`src/rtl/cfg_pkg.sv`:
```
package cfg_pkg;
  localparam int ADDR_W  = 2;
  localparam int PAY_W   = 20;
  localparam int FRAME_W = PAY_W + ADDR_W;
  localparam int NWORDS  = 1 << ADDR_W;

  typedef logic [PAY_W-1:0] pay_t;

  typedef struct packed {
    logic        if_cnt_rst;
    logic        if_pwdn;
    logic        pwdn_sync;
    logic [1:0]  rf_r;
    logic [14:0] if_r;
  } ref_word_t;

  typedef struct packed {
    logic        fastlock;
    logic        out1;
    logic        out0;
    logic        cp_hi;
    logic        pfd_pos;
    logic [11:0] b_cnt;
    logic [2:0]  a_cnt;
  } ifdiv_word_t;

  typedef struct packed {
    logic [3:0]  mux_sel;
    logic [3:0]  cp_lvl;
    logic        pfd_pos;
    logic [6:0]  b_cnt;
    logic [3:0]  a_cnt;
  } rfdiv_word_t;

  typedef struct packed {
    logic        cnt_rst;
    logic        pwdn;
    logic        frac_en;
    logic [16:0] frac;
  } frac_word_t;
endpackage

```
`src/rtl/cfg_rst_sync.sv`:
```
module cfg_rst_sync #(
  parameter int STAGES = 2
) (
  input  logic clk,
  input  logic rst_n,
  output logic rst_sync_n
);
  logic [STAGES-1:0] chain_q;
  logic [STAGES-1:0] chain_d;

  always_comb begin
    chain_d = {chain_q[STAGES-2:0], 1'b1};
  end

  always_ff @(posedge clk or negedge rst_n) begin
    if (!rst_n) chain_q <= '0;
    else        chain_q <= chain_d;
  end

  assign rst_sync_n = chain_q[STAGES-1];
endmodule

```
`src/rtl/cfg_sync.sv`:
```
module cfg_sync #(
  parameter int WIDTH  = 3,
  parameter int STAGES = 2
) (
  input  logic             clk,
  input  logic             rst_n,
  input  logic [WIDTH-1:0] async_in,
  output logic [WIDTH-1:0] lvl
);
  logic [STAGES-1:0][WIDTH-1:0] stg_q;
  logic [STAGES-1:0][WIDTH-1:0] stg_d;

  always_comb begin
    stg_d[0] = async_in;
    for (int i = 1; i < STAGES; i++) stg_d[i] = stg_q[i-1];
  end

  always_ff @(posedge clk or negedge rst_n) begin
    if (!rst_n) stg_q <= '0;
    else        stg_q <= stg_d;
  end

  assign lvl = stg_q[STAGES-1];
endmodule

```
`src/rtl/cfg_rise_det.sv`:
```
module cfg_rise_det #(
  parameter int WIDTH = 2
) (
  input  logic             clk,
  input  logic             rst_n,
  input  logic [WIDTH-1:0] lvl,
  output logic [WIDTH-1:0] rise
);
  logic [WIDTH-1:0] prev_q;
  logic [WIDTH-1:0] prev_d;

  always_comb prev_d = lvl;

  always_ff @(posedge clk or negedge rst_n) begin
    if (!rst_n) prev_q <= '0;
    else        prev_q <= prev_d;
  end

  assign rise = lvl & ~prev_q;
endmodule

```
`src/rtl/cfg_shifter.sv`:
```
module cfg_shifter #(
  parameter int FRAME_W = 22
) (
  input  logic               clk,
  input  logic               rst_n,
  input  logic               shift_en,
  input  logic               bit_in,
  output logic [FRAME_W-1:0] frame
);
  logic [FRAME_W-1:0] frame_q;
  logic [FRAME_W-1:0] frame_d;

  always_comb begin
    frame_d = frame_q;
    if (shift_en) frame_d = {frame_q[FRAME_W-2:0], bit_in};
  end

  always_ff @(posedge clk or negedge rst_n) begin
    if (!rst_n) frame_q <= '0;
    else        frame_q <= frame_d;
  end

  assign frame = frame_q;
endmodule

```
`src/rtl/cfg_word_bank.sv`:
```
module cfg_word_bank #(
  parameter int PAY_W  = 20,
  parameter int ADDR_W = 2,
  localparam int NW    = 1 << ADDR_W
) (
  input  logic                       clk,
  input  logic                       rst_n,
  input  logic                       load_en,
  input  logic [PAY_W+ADDR_W-1:0]    frame,
  output logic [NW-1:0][PAY_W-1:0]   words,
  output logic [NW-1:0]              upd
);
  logic [ADDR_W-1:0] addr;
  logic [PAY_W-1:0]  payload;

  assign addr    = frame[ADDR_W-1:0];
  assign payload = frame[PAY_W+ADDR_W-1:ADDR_W];

  for (genvar w = 0; w < NW; w++) begin : g_word
    logic             sel;
    logic [PAY_W-1:0] word_q;
    logic [PAY_W-1:0] word_d;
    logic             upd_q;
    logic             upd_d;

    assign sel = load_en && (addr == ADDR_W'(w));

    always_comb begin
      word_d = word_q;
      if (sel) word_d = payload;
      upd_d = sel;
    end

    always_ff @(posedge clk or negedge rst_n) begin
      if (!rst_n) begin
        word_q <= '0;
        upd_q  <= 1'b0;
      end else begin
        word_q <= word_d;
        upd_q  <= upd_d;
      end
    end

    assign words[w] = word_q;
    assign upd[w]   = upd_q;
  end
endmodule

```
`src/rtl/cfg_serial_loader.sv`:
```
module cfg_serial_loader
  import cfg_pkg::*;
#(
  parameter int SYNC_STAGES = 2
) (
  input  logic               clk,
  input  logic               rst_n,
  input  logic               ser_clk,
  input  logic               ser_data,
  input  logic               ser_le,
  output logic               if_cnt_rst,
  output logic               if_pwdn,
  output logic               pwdn_sync,
  output logic [1:0]         rf_r_div,
  output logic [14:0]        if_r_div,
  output logic               fastlock_sel,
  output logic               out1_lvl,
  output logic               out0_lvl,
  output logic               if_cp_hi,
  output logic               if_pfd_pos,
  output logic [11:0]        if_b_cnt,
  output logic [2:0]         if_a_cnt,
  output logic [3:0]         lock_mux_sel,
  output logic [3:0]         rf_cp_lvl,
  output logic               rf_pfd_pos,
  output logic [6:0]         rf_b_cnt,
  output logic [3:0]         rf_a_cnt,
  output logic               rf_cnt_rst,
  output logic               rf_pwdn,
  output logic               frac_en,
  output logic signed [16:0] frac_val,
  output logic [3:0]         word_upd
);
  localparam int IN_W  = 3;
  localparam int EDG_W = 2;

  logic                          rst_i_n;
  logic [IN_W-1:0]               in_lvl;
  logic [EDG_W-1:0]              in_rise;
  logic                          sck_rise;
  logic                          le_rise;
  logic [FRAME_W-1:0]            frame;
  logic [NWORDS-1:0][PAY_W-1:0]  words;

  ref_word_t   w_ref;
  ifdiv_word_t w_if;
  rfdiv_word_t w_rf;
  frac_word_t  w_fr;

  cfg_rst_sync #(.STAGES(SYNC_STAGES)) u_rst (
    .clk        (clk),
    .rst_n      (rst_n),
    .rst_sync_n (rst_i_n)
  );

  cfg_sync #(.WIDTH(IN_W), .STAGES(SYNC_STAGES)) u_sync (
    .clk      (clk),
    .rst_n    (rst_i_n),
    .async_in ({ser_le, ser_data, ser_clk}),
    .lvl      (in_lvl)
  );

  cfg_rise_det #(.WIDTH(EDG_W)) u_edge (
    .clk   (clk),
    .rst_n (rst_i_n),
    .lvl   ({in_lvl[2], in_lvl[0]}),
    .rise  (in_rise)
  );

  assign sck_rise = in_rise[0];
  assign le_rise  = in_rise[1];

  cfg_shifter #(.FRAME_W(FRAME_W)) u_shift (
    .clk      (clk),
    .rst_n    (rst_i_n),
    .shift_en (sck_rise),
    .bit_in   (in_lvl[1]),
    .frame    (frame)
  );

  cfg_word_bank #(.PAY_W(PAY_W), .ADDR_W(ADDR_W)) u_bank (
    .clk     (clk),
    .rst_n   (rst_i_n),
    .load_en (le_rise),
    .frame   (frame),
    .words   (words),
    .upd     (word_upd)
  );

  assign w_ref = ref_word_t'(words[0]);
  assign w_if  = ifdiv_word_t'(words[1]);
  assign w_rf  = rfdiv_word_t'(words[2]);
  assign w_fr  = frac_word_t'(words[3]);

  assign if_cnt_rst   = w_ref.if_cnt_rst;
  assign if_pwdn      = w_ref.if_pwdn;
  assign pwdn_sync    = w_ref.pwdn_sync;
  assign rf_r_div     = w_ref.rf_r;
  assign if_r_div     = w_ref.if_r;

  assign fastlock_sel = w_if.fastlock;
  assign out1_lvl     = w_if.out1;
  assign out0_lvl     = w_if.out0;
  assign if_cp_hi     = w_if.cp_hi;
  assign if_pfd_pos   = w_if.pfd_pos;
  assign if_b_cnt     = w_if.b_cnt;
  assign if_a_cnt     = w_if.a_cnt;

  assign lock_mux_sel = w_rf.mux_sel;
  assign rf_cp_lvl    = w_rf.cp_lvl;
  assign rf_pfd_pos   = w_rf.pfd_pos;
  assign rf_b_cnt     = w_rf.b_cnt;
  assign rf_a_cnt     = w_rf.a_cnt;

  assign rf_cnt_rst   = w_fr.cnt_rst;
  assign rf_pwdn      = w_fr.pwdn;
  assign frac_en      = w_fr.frac_en;
  assign frac_val     = $signed(w_fr.frac);
endmodule

```
`config.mk`:
```
export PLATFORM = sky130hd
export DESIGN_NAME = cfg_serial_loader
export DESIGN_NICKNAME = d
export VERILOG_FILES = /design/src/rtl/cfg_pkg.sv /design/src/rtl/cfg_rst_sync.sv /design/src/rtl/cfg_sync.sv /design/src/rtl/cfg_rise_det.sv /design/src/rtl/cfg_shifter.sv /design/src/rtl/cfg_word_bank.sv /design/src/rtl/cfg_serial_loader.sv
export SDC_FILE = /design/constraint.sdc
export NUM_CORES = 1
export LEC_CHECK = 0
export BUFFER_PORTS_ARGS = -buffer_cell sky130_fd_sc_hd__buf_4
export CAP_MARGIN = 10
export CORE_UTILIZATION = 54
export DETAILED_ROUTE_END_ITERATION = 7
export GPL_TIMING_DRIVEN = 0
export PLACE_DENSITY = 0.82
export SETUP_SLACK_MARGIN = 0.05
export SLEW_MARGIN = 20
export SYNTH_ARGS = -nofsm -noshare
export SYNTH_HDL_FRONTEND = slang
export SYNTH_HIERARCHICAL = 1
export SYNTH_SLANG_ARGS = --single-unit
```
`constraint.sdc`:
```
create_clock -name clk -period 4.8 [get_ports clk]
set_input_delay 1.44 -clock clk [delete_from_list [all_inputs] [get_ports clk]]
set_output_delay 1.44 -clock clk [all_outputs]
set_load 0.01 [all_outputs]
```
-- After elaboration in Yosys (flattened, before gate mapping)
Index checks and enable logic that the tools add are counted.
- bits in registers: 116
- bits of input ports: 5
- reductions and logical operators: 5
- equality and inequality tests: 3
- bitwise gates (word level): 2
- operators with widths (operator ; number):
    $eq 2x2->1 const B ; 2
    $logic_and 1x1->1 ; 4
    $and 2x2->2 ; 1
    $eq 2x1->1 const B ; 1
    $logic_not 2->1 ; 1
    $not 2->2 ; 1

-- Longest topological paths before layout
Gate-level depths: netlist of run 1.
- depth after elaboration: 3
- gate-level depth with buffers: 4
- gate-level depth less buffers: 3

-- Modules after synthesis
Netlist of run 1, hierarchy kept.
- modules (own cells, without submodules) (module ; instances ; cells each ; area each (um2)):
    cfg_word_bank ; 1 ; 183 ; 3121.7
    cfg_shifter ; 1 ; 46 ; 820.8
    cfg_sync ; 1 ; 6 ; 150.1
    cfg_rise_det ; 1 ; 4 ; 77.6
    cfg_rst_sync ; 1 ; 3 ; 53.8

-- Least setup slack after synthesis of run 1
No wires, ideal clock.
- path kind: reg2out
- from: register u_bank.g_word[0].upd_q
- to: output port word_upd[0]
- data arrival time: 0.467 ns
- stages on the path, launching flop included: 2
- setup slack: 2.893 ns
- path buffers: 1
- required time: 3.360 ns
- cells stage by stage: dfrtp_1 buf_4
- RTL lines (element ; line ; RTL):
    from (decl) ; cfg_word_bank.sv:23 ; logic upd_q;
    from (signal assigned) ; cfg_word_bank.sv:40 ; upd_q <= upd_d;
    to (decl) ; cfg_serial_loader.sv:32 ; output logic [3:0] word_upd
No word-level cell between the ends.

-- Worst setup path in the final report of run 1
- from: register u_bank.g_word[2].upd_q
- to: output port word_upd[2]
- RTL lines (element ; line):
    from (decl) ; cfg_word_bank.sv:23
    from (signal assigned) ; cfg_word_bank.sv:40
No word-level cell between the ends.

==> run_results.csv, run 1 <==
group,metric,value,unit
run_status,status,"finished clean",
sta,fin_skew,0.00928,ns
floorplan,std_cell_rows,31,
drt,dr.pass1.iters,4,
worst_setup_path,r2r-end,"u_bank/g_word[0].word_q[6]",
sta,period_needed,2.54,ns
sta,clock.fmax,394,MHz
finish,finalNonFillerCells,463,
synthesis,synth.top_cells.by_count,"116 x dfrtp_1, 102 x mux2_2, 6 x buf_2, 6 x buf_4, 3 x inv_1",
sta,worst_slack,2.26,ns
synthesis,synth_edf_count,0,
sta,final-setup-viol-count,0,
min_path,hold_class,"register to asynchronous set/reset pin",
finish,multi_input_area,1210,um2
worst_setup_path,reg2reg_from,"u_edge/prev_q[1]",
placed_design,routabilityCongestion,0.673,
synthesis,synth_cell_types,11,
synthesis,yosys.area.top_type_share,0.687,
grt,grt_antenna_before_repair,0,
synthesis,async_reset_ff_frac,1.00,
synthesis,syn_avg_cell_area,17.5,um2
worst_setup_path,crit_start,"u_bank/g_word[2].upd_q",
synthesis,synth_nets,247,
drt,route.detailed.drc,0,
sta,rsz0062_at_grt,"no",
worst_setup_path,cp_max_fo,1,
clocking,cts.clk_slew.worst_paths,0.06,ns
synthesis,synth_area_leader_cell,"dfrtp_1",
drt,drt_iter0_drc,116,
finish,area_delta_synth_final,34.3,%
worst_setup_path,worstSetupStartpointType,"register",
finish,nets,356,
sta,tns,0,ns
grt,busiest_layer,"met2",
sta,drv_slew,0,
clocking,ctsHoldBuffers,0,
drt,vias_per_cell,5.11,
clocking,postCtsSetupBuffers,0,
grt,grt_first_pass_wirelength,13300,um
grt,use_met3,0.0589,
synthesis,syn_area,4220,um2
clocking,cts_tree,"built",
finish,drive_gt1_frac,0.659,
drt,wl,7990,um
flow_run,cap_violations,0,
synthesis,synthFlopType,"dfrtp_1",
synthesis,synth_area_leaders,"dfrtp_1 69%, mux2_2 27%, buf_4 1.1%",
clocking,clockRootBuffer,"clkbuf_8",
grt,gr-usage-met2,0.361,
finish,stdcell_area,5670,um2
floorplan,die_w,90.4,um
finish,num_antenna_cells,0,
synthesis,synth_cells,242,
power_and_ir_drop,p_leak,2.94,nW
placed_design,numPortBuffers,88,
synthesis,yosysSeqAreaShare,0.687,
worst_setup_path,worst_setup_path_end_kind,"primary output",
floorplan,start_util,0.570,
floorplan,dieArea,8180,um2
sta,hold_viol_final,0,
finish,register_area,2910,um2
grt,grt_use_total,0.219,
synthesis,yosysMostFrequentCell,"dfrtp_1",
worst_setup_path,cp-endpoint,"word_upd[2]",
synthesis,yosys_warnings,6,
placed_design,placed_area,5070,um2
sta,period_share,0.529,
grt,grt_use_met1,0.266,
floorplan,core_area,7410,um2
finish,num-fill-cells,455,
grt,grt_pass1_vias,2554,
worst_setup_path,path_class,"register to primary output",
clocking,htree_num_levels,4,
worst_setup_path,worstPathRequired,3.36,ns
drt,num_vias,2364,
worst_setup_path,cp.arrival,1.10,ns
floorplan,ioPinCount,89,
synthesis,ys_ff_latch,116,
floorplan,die_h,90.4,um
placed_design,pre_cts_ws,2.77,ns
worst_setup_path,r2r_slack,3.24,ns
clocking,cts_buffer_depth,2,
clocking,cts_sinks,116,
placed_design,hpwl,5220,um
grt,grt_max_degree,52,
placed_design,dpl.cell_count,431,
clocking,cts_resized,0,
drt,wl_per_cell,17.3,um
clocking,numCtsBuffers,17,
worst_setup_path,worst_r2r_path_depth,4,
drt,ant_nets,0,
grt,overflow,0,
power_and_ir_drop,powerDensity,601,nW/um2
power_and_ir_drop,ir_drop,402,uV
sta,fin_hold_ws,0.185,ns
clocking,insertion_delay,0.49,ns
-- cell type report --
| cell class | instances | area share |
|---|---|---|
| Sequential cell | 116 | 0.512 |
| Multi-Input combinational cell | 109 | 0.214 |
| Timing Repair Buffer | 90 | 0.126 |
| Clock buffer | 21 | 0.0792 |
| Clock inverter | 11 | 0.0278 |
| Tap cell | 99 | 0.0218 |
| Buffer | 14 | 0.0172 |
| Inverter | 3 | 0.00198 |
-- state kept, by name (all words and copies together) (netlist names) --
name and flops:
u_bank/g_word.upd_q 4, u_bank/g_word.word_q 80, u_edge/prev_q 2, u_rst/chain_q 2
u_shift/frame 22, u_sync/lvl 3, u_sync/stg_d 3
-- layout by cell type (no fill, tap or decap), types with 2 or more instances in the layout --
master and n:
clkinv_2 6, clkbuf_16 16, nor2b_4 2, clkbuf_1 2, buf_4 94, bufinv_16 4
buf_2 6, inv_1 3, nand3b_1 2, mux2_2 102, buf_16 2, dfrtp_1 115
buf_6 2, clkbuf_8 3
-- worst min path at each step --
| stage | slack, ns | to | startpoint | depth (start not counted) |
|---|---|---|---|---|
| floorplan | 0.33 | u_rst/chain_q[1] | u_rst/chain_q[0] | 0 |
| global placement | 0.33 | u_sync/lvl[0] | u_sync/stg_d[3] | 0 |
| detailed placement | 0.18 | u_bank/g_word[0].word_q[16] | u_rst/chain_q[1] | 0 |
| CTS | 0.19 | u_bank/g_word[0].word_q[16] | u_rst/chain_q[1] | 0 |
| global route | 0.21 | u_bank/g_word[0].word_q[16] | u_rst/chain_q[1] | 0 |
| finish | 0.19 | u_bank/g_word[0].word_q[16] | u_rst/chain_q[1] | 0 |
-- power by group --
group,total (mW),internal [mW],switching [mW],leakage (nW)
registers,1.43,1.23,0.196,1.52
logic,0.712,0.435,0.276,1.12
clock network,1.27,0.864,0.406,0.301
-- metal layers --
| metal | wire [um] | part of all wire | vias to the layer above |
|---|---|---|---|
| li1 | - | - | 1064 |
| met1 | 3510 | 0.44 | 1224 |
| met2 | 4050 | 0.51 | 64 |
| met3 | 264 | 0.033 | 12 |
| met4 | 171 | 0.021 | 0 |
| met5 | 0 | 0 | - |
-- critical path, stage by stage (launching register included) --
cell and delay, ns:
dfrtp_1 0.36, buf_4 0.12, buf_4 0.13
-- through the flow --
step,util,power [mW]
final,0.766,3.41
after global routing,0.766,3.57
after CTS,0.766,3.44
after detailed placement,0.684,2.15
after global placement,0.676,2.11
after floorplan,-,1.75
-- cell families (layout without fill, tap and decap cells) --
logic type / Yosys count / count (layout) / share of synthesized area
buffers and inverters: 17 / 139 / 0.0258
flip-flops: 116 / 116 / 0.687
multiplexers: 102 / 102 / 0.272
other: 1 / 1 / 0.000888
AND/OR/NAND/NOR: 6 / 6 / 0.0142
Power figures use the tool's default switching activity.
==> inputs of run 2 (changes only) <==
ABC_AREA = 1   (was not set)
CORE_UTILIZATION = 49   (was 54)
PLACE_DENSITY = 0.78   (was 0.82)
clock period = 2.03 ns   (was 4.8 ns; I/O delays follow)
==> run 2 against run 1 <==
Final cell count rose by 52%. Critical path depth did not move. Synthesized cell count rose by 98%. Die area rose by 19%. Global-route usage rose by 2.5 points. Sequential share of layout area fell by 2.5 points. First-iteration DRC count rose by 130%. Via count rose by 61%. Clock-buffer cell count fell by 1. Sequential cell count did not move. Routed wire length rose by 37%. Largest cell class unchanged. Largest power group unchanged. Highest routed layer unchanged.
==> run_results.csv, run 2 <==
group,metric,value,unit
sta,final-setup-viol-count,0,
clocking,cts.clk_slew.worst_paths,0.05,ns
finish,drive_gt1_frac,0.276,
clocking,htree_num_levels,4,
worst_setup_path,cp_common_cell,"buf_4",
sta,drv_slew,0,
drt,drt_iter0_drc,268,
clocking,cts_sinks,116,
flow_run,cap_violations,0,
power_and_ir_drop,p_leak,3.43,nW
worst_setup_path,path_class,"register to primary output",
worst_setup_path,path_cells,"buf_4, buf_4",
worst_setup_path,worstSetupStartpointType,"register",
synthesis,yosysSeqAreaShare,0.634,
placed_design,hpwl,7230,um
sta,period_share,0.853,
floorplan,ioPinCount,89,
clocking,cts_tree,"built",
placed_design,pre_cts_ws,0.750,ns
synthesis,synth_nets,485,
floorplan,core_area,8890,um2
synthesis,synth_area_leaders,"dfrtp_1 63%, nand2_1 19%, nand4_1 8.2%",
floorplan,die_h,98.7,um
synthesis,yosysMostFrequentCell,"nand2_1",
sta,period_needed,1.73,ns
synthesis,ys_ff_latch,116,
worst_setup_path,cpMaxStageDelayCell,"dfrtp_1",
synthesis,syn_area,4580,um2
worst_setup_path,cp_max_fo,1,
finish,nets,595,
drt,vias_per_cell,5.38,
grt,overflow,0,
sta,worst_slack,0.298,ns
worst_setup_path,crit_start,"u_bank/g_word[0].upd_q",
finish,top_register,"u_bank/g_word.word_q",
grt,grt_first_pass_wirelength,18000,um
sta,fin_hold_ws,0.197,ns
synthesis,synth.top_cells.by_count,"227 x nand2_1, 116 x dfrtp_1, 60 x nand4_1",
power_and_ir_drop,ir_drop,691,uV
drt,route.detailed.drc,0,
min_path,hold_start,"ser_data",
synthesis,yosys.area.top_type_share,0.634,
worst_setup_path,reg2reg_from,"u_edge/prev_q[1]",
synthesis,synth_cells,480,
drt,dr.pass1.iters,5,
sta,tns,0,ns
sta,fin_skew,0.00544,ns
finish,final_cell_mix,"227 x nand2_1, 115 x dfrtp_1, 104 x buf_4",
worst_setup_path,worstPathRequired,1.42,ns
placed_design,routabilityCongestion,0.773,
synthesis,synth_area_leader_cell,"dfrtp_1",
clocking,insertion_delay,0.51,ns
finish,largest_reg_flops,80,
grt,grt_antenna_before_repair,0,
grt,grt_pass1_vias,3667,
floorplan,start_util,0.515,
finish,area_delta_synth_final,30.3,%
grt,grt_use_total,0.244,
sta,clock.fmax,577,MHz
synthesis,synth_cell_types,13,
grt,grt_max_degree,47,
drt,num_vias,3800,
synthesis,syn_avg_cell_area,9.55,um2
drt,wl,10900,um
drt,ant_nets,0,
floorplan,std_cell_rows,34,
worst_setup_path,worst_setup_path_end_kind,"primary output",
sta,rsz0062_at_grt,"no",
clocking,clockRootBuffer,"clkbuf_8",
worst_setup_path,cp.arrival,1.12,ns
finish,final_common_cell,"nand2_1",
synthesis,synthFlopType,"dfrtp_1",
floorplan,die_w,98.7,um
drt,wl_per_cell,15.5,um
finish,num_antenna_cells,0,
floorplan,dieArea,9740,um2
placed_design,numPortBuffers,88,
sta,hold_viol_final,0,
run_status,status,"finished clean",
clocking,numCtsBuffers,17,
clocking,cts_buffer_depth,2,
synthesis,yosys_warnings,6,
worst_setup_path,cp_slowest_stage_delay,0.36,ns
min_path,hold_class,"primary input to register",
power_and_ir_drop,powerDensity,1100,nW/um2
synthesis,async_reset_ff_frac,1.00,
synthesis,synth_edf_count,0,
## run 2: cell count changes after synthesis, moves of 3 or more
cell     previous run  this run
nand2_1             0       227
mux2_2            102         0
nand4_1             0        60
nand3_1             1        22
buf_2               6        21
buf_4               6        16
inv_1               3         6
inv_2               0         3
## run 2: worst paths after layout
path	slack [ns]	to	cells after the start
min in group asynchronous	0.28	u_bank/g_word[0].word_q[4]	0
hold reg to reg	0.28	u_bank/g_word[0].word_q[4]	0
hold / removal	0.20	u_sync/stg_d[4]	1
setup / recovery	0.30	word_upd[0]	2
setup reg to reg	0.71	u_bank/g_word[2].word_q[6]	5
max in group asynchronous	1.17	u_bank/g_word[2].word_q[11]	1
## run 2: per-stage QoR
stage	instances	total power [mW]	instance area (um2)	utilization
after floorplan	480	3.38	4580	-
after global placement	676	3.86	5380	0.605
after detailed placement	678	3.91	5430	0.611
after CTS	706	6.63	5970	0.671
after global routing	706	6.88	5970	0.671
final	706	6.59	5970	0.671
## run 2: logic make-up (layout without fill, tap and decap cells)
family | Yosys count | in the layout | synth area share
AND/OR/NAND/NOR | 313 | 313 | 0.299
flip-flops | 116 | 116 | 0.634
buffers and inverters | 50 | 168 | 0.0664
other | 1 | 1 | 0.000818
## run 2: area by class of cell
class	count	area, um2
fillers	698	2920
flip-flops and latches	116	2910
multi-input cells	314	1380
repair buffers	91	718
clock buffers	20	445
plain buffers	41	270
well taps	108	135
clock inverters	7	85.1
inverters	9	33.8
## run 2: what timing repair did
item	4_1_cts	5_1_grt
hold buffers	1	0
resized for setup	0	0
hold endpoints to repair	2	0
buffers inserted	0	0
## run 2: routing by layer
metal,global-route usage,vias to the layer above,part of all wire
met5,0,-,0
met4,0.0884,0,0.019
met3,0.0610,28,0.059
met2,0.413,166,0.50
met1,0.305,1829,0.42
li1,-,1777,-
## run 2: critical path: cells and delay by family, from the launching register on
kind | cells | cell delay [ns]
buffers and inverters | 2 | 0.25
DFF | 1 | 0.36
## run 2: where the power goes
| group | switching (mW) | internal [mW] |
|---|---|---|
| logic | 0.568 | 0.458 |
| registers | 0.267 | 2.60 |
| clock network | 0.934 | 1.76 |
| total | 1.77 | 4.82 |
==> inputs of run 3 (changes only) <==
==> constraint.sdc (replaced) <==
create_clock -name clk -period 2.03 [get_ports clk]
set_input_delay 0.1015 -clock clk [delete_from_list [all_inputs] [get_ports clk]]
set_output_delay 0.1015 -clock clk [all_outputs]
set_load 0.01 [all_outputs]
==> run 3 against run 2 <==
Routed wire length increased by 0.10%. Clock-buffer cell count unchanged. Combinational power about the same. Register-to-register slack about the same. Clock power about the same. Die area unchanged. Worst hold slack improved by 0.044 ns. Sequential cell count unchanged. Non-clock buffer count increased by 4. Setup slack improved by 0.41 ns.
==> run_results.csv, run 3 (same netlist as run 2, synthesis figures left out) <==
group,metric,value,unit
worst_setup_path,cp_slowest_stage_delay,0.37,ns
placed_design,hpwl,7230,um
worst_setup_path,cp_max_fo,10,
grt,grt_use_total,0.244,
drt,num_vias,3788,
finish,final_common_cell,"nand2_1",
sta,final-setup-viol-count,0,
clocking,insertion_delay,0.51,ns
grt,grt_max_degree,47,
finish,multi_input_area,1380,um2
power_and_ir_drop,powerDensity,1100,nW/um2
flow_run,cap_violations,0,
finish,final_cell_mix,"227 x nand2_1, 115 x dfrtp_1, 104 x buf_4",
clocking,postCtsSetupBuffers,0,
worst_setup_path,cp-endpoint,"u_bank/g_word[2].word_q[6]",
min_path,hold_class,"primary input to register",
sta,rsz0062_at_grt,"no",
worst_setup_path,r2r_slack,0.71,ns
worst_setup_path,path_class,"register to register",
worst_setup_path,critPathBufInv,2,
worst_setup_path,cpMaxStageDelayCell,"dfrtp_1",
worst_setup_path,cp.arrival,1.76,ns
floorplan,die_w,98.7,um
placed_design,numPortBuffers,88,
floorplan,dieArea,9740,um2
worst_setup_path,worstSetupStartpointType,"register",
clocking,numCtsBuffers,17,
sta,period_needed,1.32,ns
floorplan,ioPinCount,89,
worst_setup_path,crit_start,"u_edge/prev_q[1]",
grt,grt_antenna_before_repair,0,
grt,grt_first_pass_wirelength,18100,um
drt,vias_per_cell,5.34,
worst_setup_path,path_cells,"nor2_2, buf_4, buf_2, nand4_1, nand2_1",
drt,ant_nets,0,
finish,area_delta_synth_final,31.2,%
floorplan,core_area,8890,um2
finish,drive_gt1_frac,0.274,
run_status,status,"finished clean",
worst_setup_path,worst_setup_path_end_kind,"register",
finish,largest_reg_flops,80,
worst_setup_path,worst_r2r_path_depth,5,
worst_setup_path,path_depth,5,
sta,drv_slew,0,
power_and_ir_drop,p_leak,3.45,nW
drt,drt_iter0_drc,303,
drt,wl,10900,um
placed_design,routabilityCongestion,0.773,
worst_setup_path,r2r-end,"u_bank/g_word[2].word_q[6]",
clocking,cts_buffer_depth,2,
drt,dr.pass1.iters,4,
sta,fin_skew,0.00570,ns
finish,num-fill-cells,693,
floorplan,std_cell_rows,34,
clocking,cts_tree,"built",
sta,clock.fmax,759,MHz
worst_setup_path,worstPathRequired,2.47,ns
sta,hold_viol_final,0,
grt,overflow,0,
floorplan,start_util,0.515,
finish,top_register,"u_bank/g_word.word_q",
drt,wl_per_cell,15.4,um
finish,fin_util,0.676,
finish,nets,599,
worst_setup_path,reg2reg_from,"u_edge/prev_q[1]",
power_and_ir_drop,ir_drop,690,uV
power_and_ir_drop,total_power,6.59,mW
finish,register_area,2910,um2
clocking,htree_num_levels,4,
finish,num_antenna_cells,0,
floorplan,die_h,98.7,um
clocking,cts_sinks,116,
clocking,clockRootBuffer,"clkbuf_8",
clocking,cts.clk_slew.worst_paths,0.05,ns
sta,period_share,0.649,
drt,route.detailed.drc,0,
grt,grt_pass1_vias,3681,
worst_setup_path,crit_family,"buffers and inverters",
-- run 3: cell types whose count changed in the layout (fill, tap and decap cells not counted) --
cell / delta
dlygate4sd3_1: +4
-- run 3: area by class of cell --
| type | count | area share |
|---|---|---|
| Sequential cell | 116 | 0.484 |
| Multi-Input combinational cell | 314 | 0.229 |
| Clock inverter | 7 | 0.0142 |
| Clock buffer | 20 | 0.0741 |
| Buffer | 41 | 0.0450 |
| Timing Repair Buffer | 95 | 0.126 |
| Tap cell | 108 | 0.0225 |
| Inverter | 9 | 0.00562 |
-- run 3: how the worst min path moves through the flow --
| stage | from | slack, ns | end | depth (start not counted) |
|---|---|---|---|---|
| 5_1_grt | ser_data | 0.22 | u_sync/stg_d[4] | 2 |
| 4_1_cts | ser_data | 0.22 | u_sync/stg_d[4] | 2 |
| 2_1_floorplan | rst_n | -0.19 | u_rst/chain_q[0] | 0 |
| 3_3_place_gp | rst_n | -0.12 | u_rst/chain_q[0] | 1 |
| 3_5_place_dp | rst_n | -0.11 | u_rst/chain_q[0] | 1 |
| 6_report | ser_data | 0.24 | u_sync/stg_d[4] | 2 |
-- run 3: where the power goes --
part / internal (mW) / total, mW / leakage, nW / switching, mW
combinational: 0.463 / 1.03 / 1.61 / 0.569
clock: 1.76 / 2.69 / 0.268 / 0.934
sequential: 2.60 / 2.87 / 1.57 / 0.265
-- run 3: metal layers --
metal  global-route usage  vias to the layer above  part of all wire
met5                    0                        -                 0
met4               0.0884                        0             0.014
met3               0.0610                       17             0.055
met2                0.413                      148              0.51
met1                0.306                     1839              0.42
li1                     -                     1784                 -
-- run 3: worst register-to-register path, stage by stage (launching register included) --
cell     delay (ns)
dfrtp_1        0.37
nor2_2         0.19
buf_4          0.21
buf_2          0.23
nand4_1        0.14
nand2_1        0.10
-- run 3: repair_timing --
| action | 4_1_cts | 5_1_grt |
|---|---|---|
| hold endpoints to repair | 5 | 0 |
| gates resized for setup | 0 | 0 |
| endpoints found under the setup margin | 0 | 0 |
| hold buffers | 5 | 0 |
-- run 3: per-stage QoR --
stage	instances	setup WS [ns]	area, um2	hold WS (ns)	TNS, ns
after detailed placement	678	0.750	5430	-0.113	0
final	710	0.712	6010	0.241	0
after CTS	710	0.732	6010	0.224	0
after global routing	710	0.639	6010	0.224	0
after global placement	676	-0.486	5380	-0.116	-54.92
after floorplan	480	0.0921	4580	-0.194	0
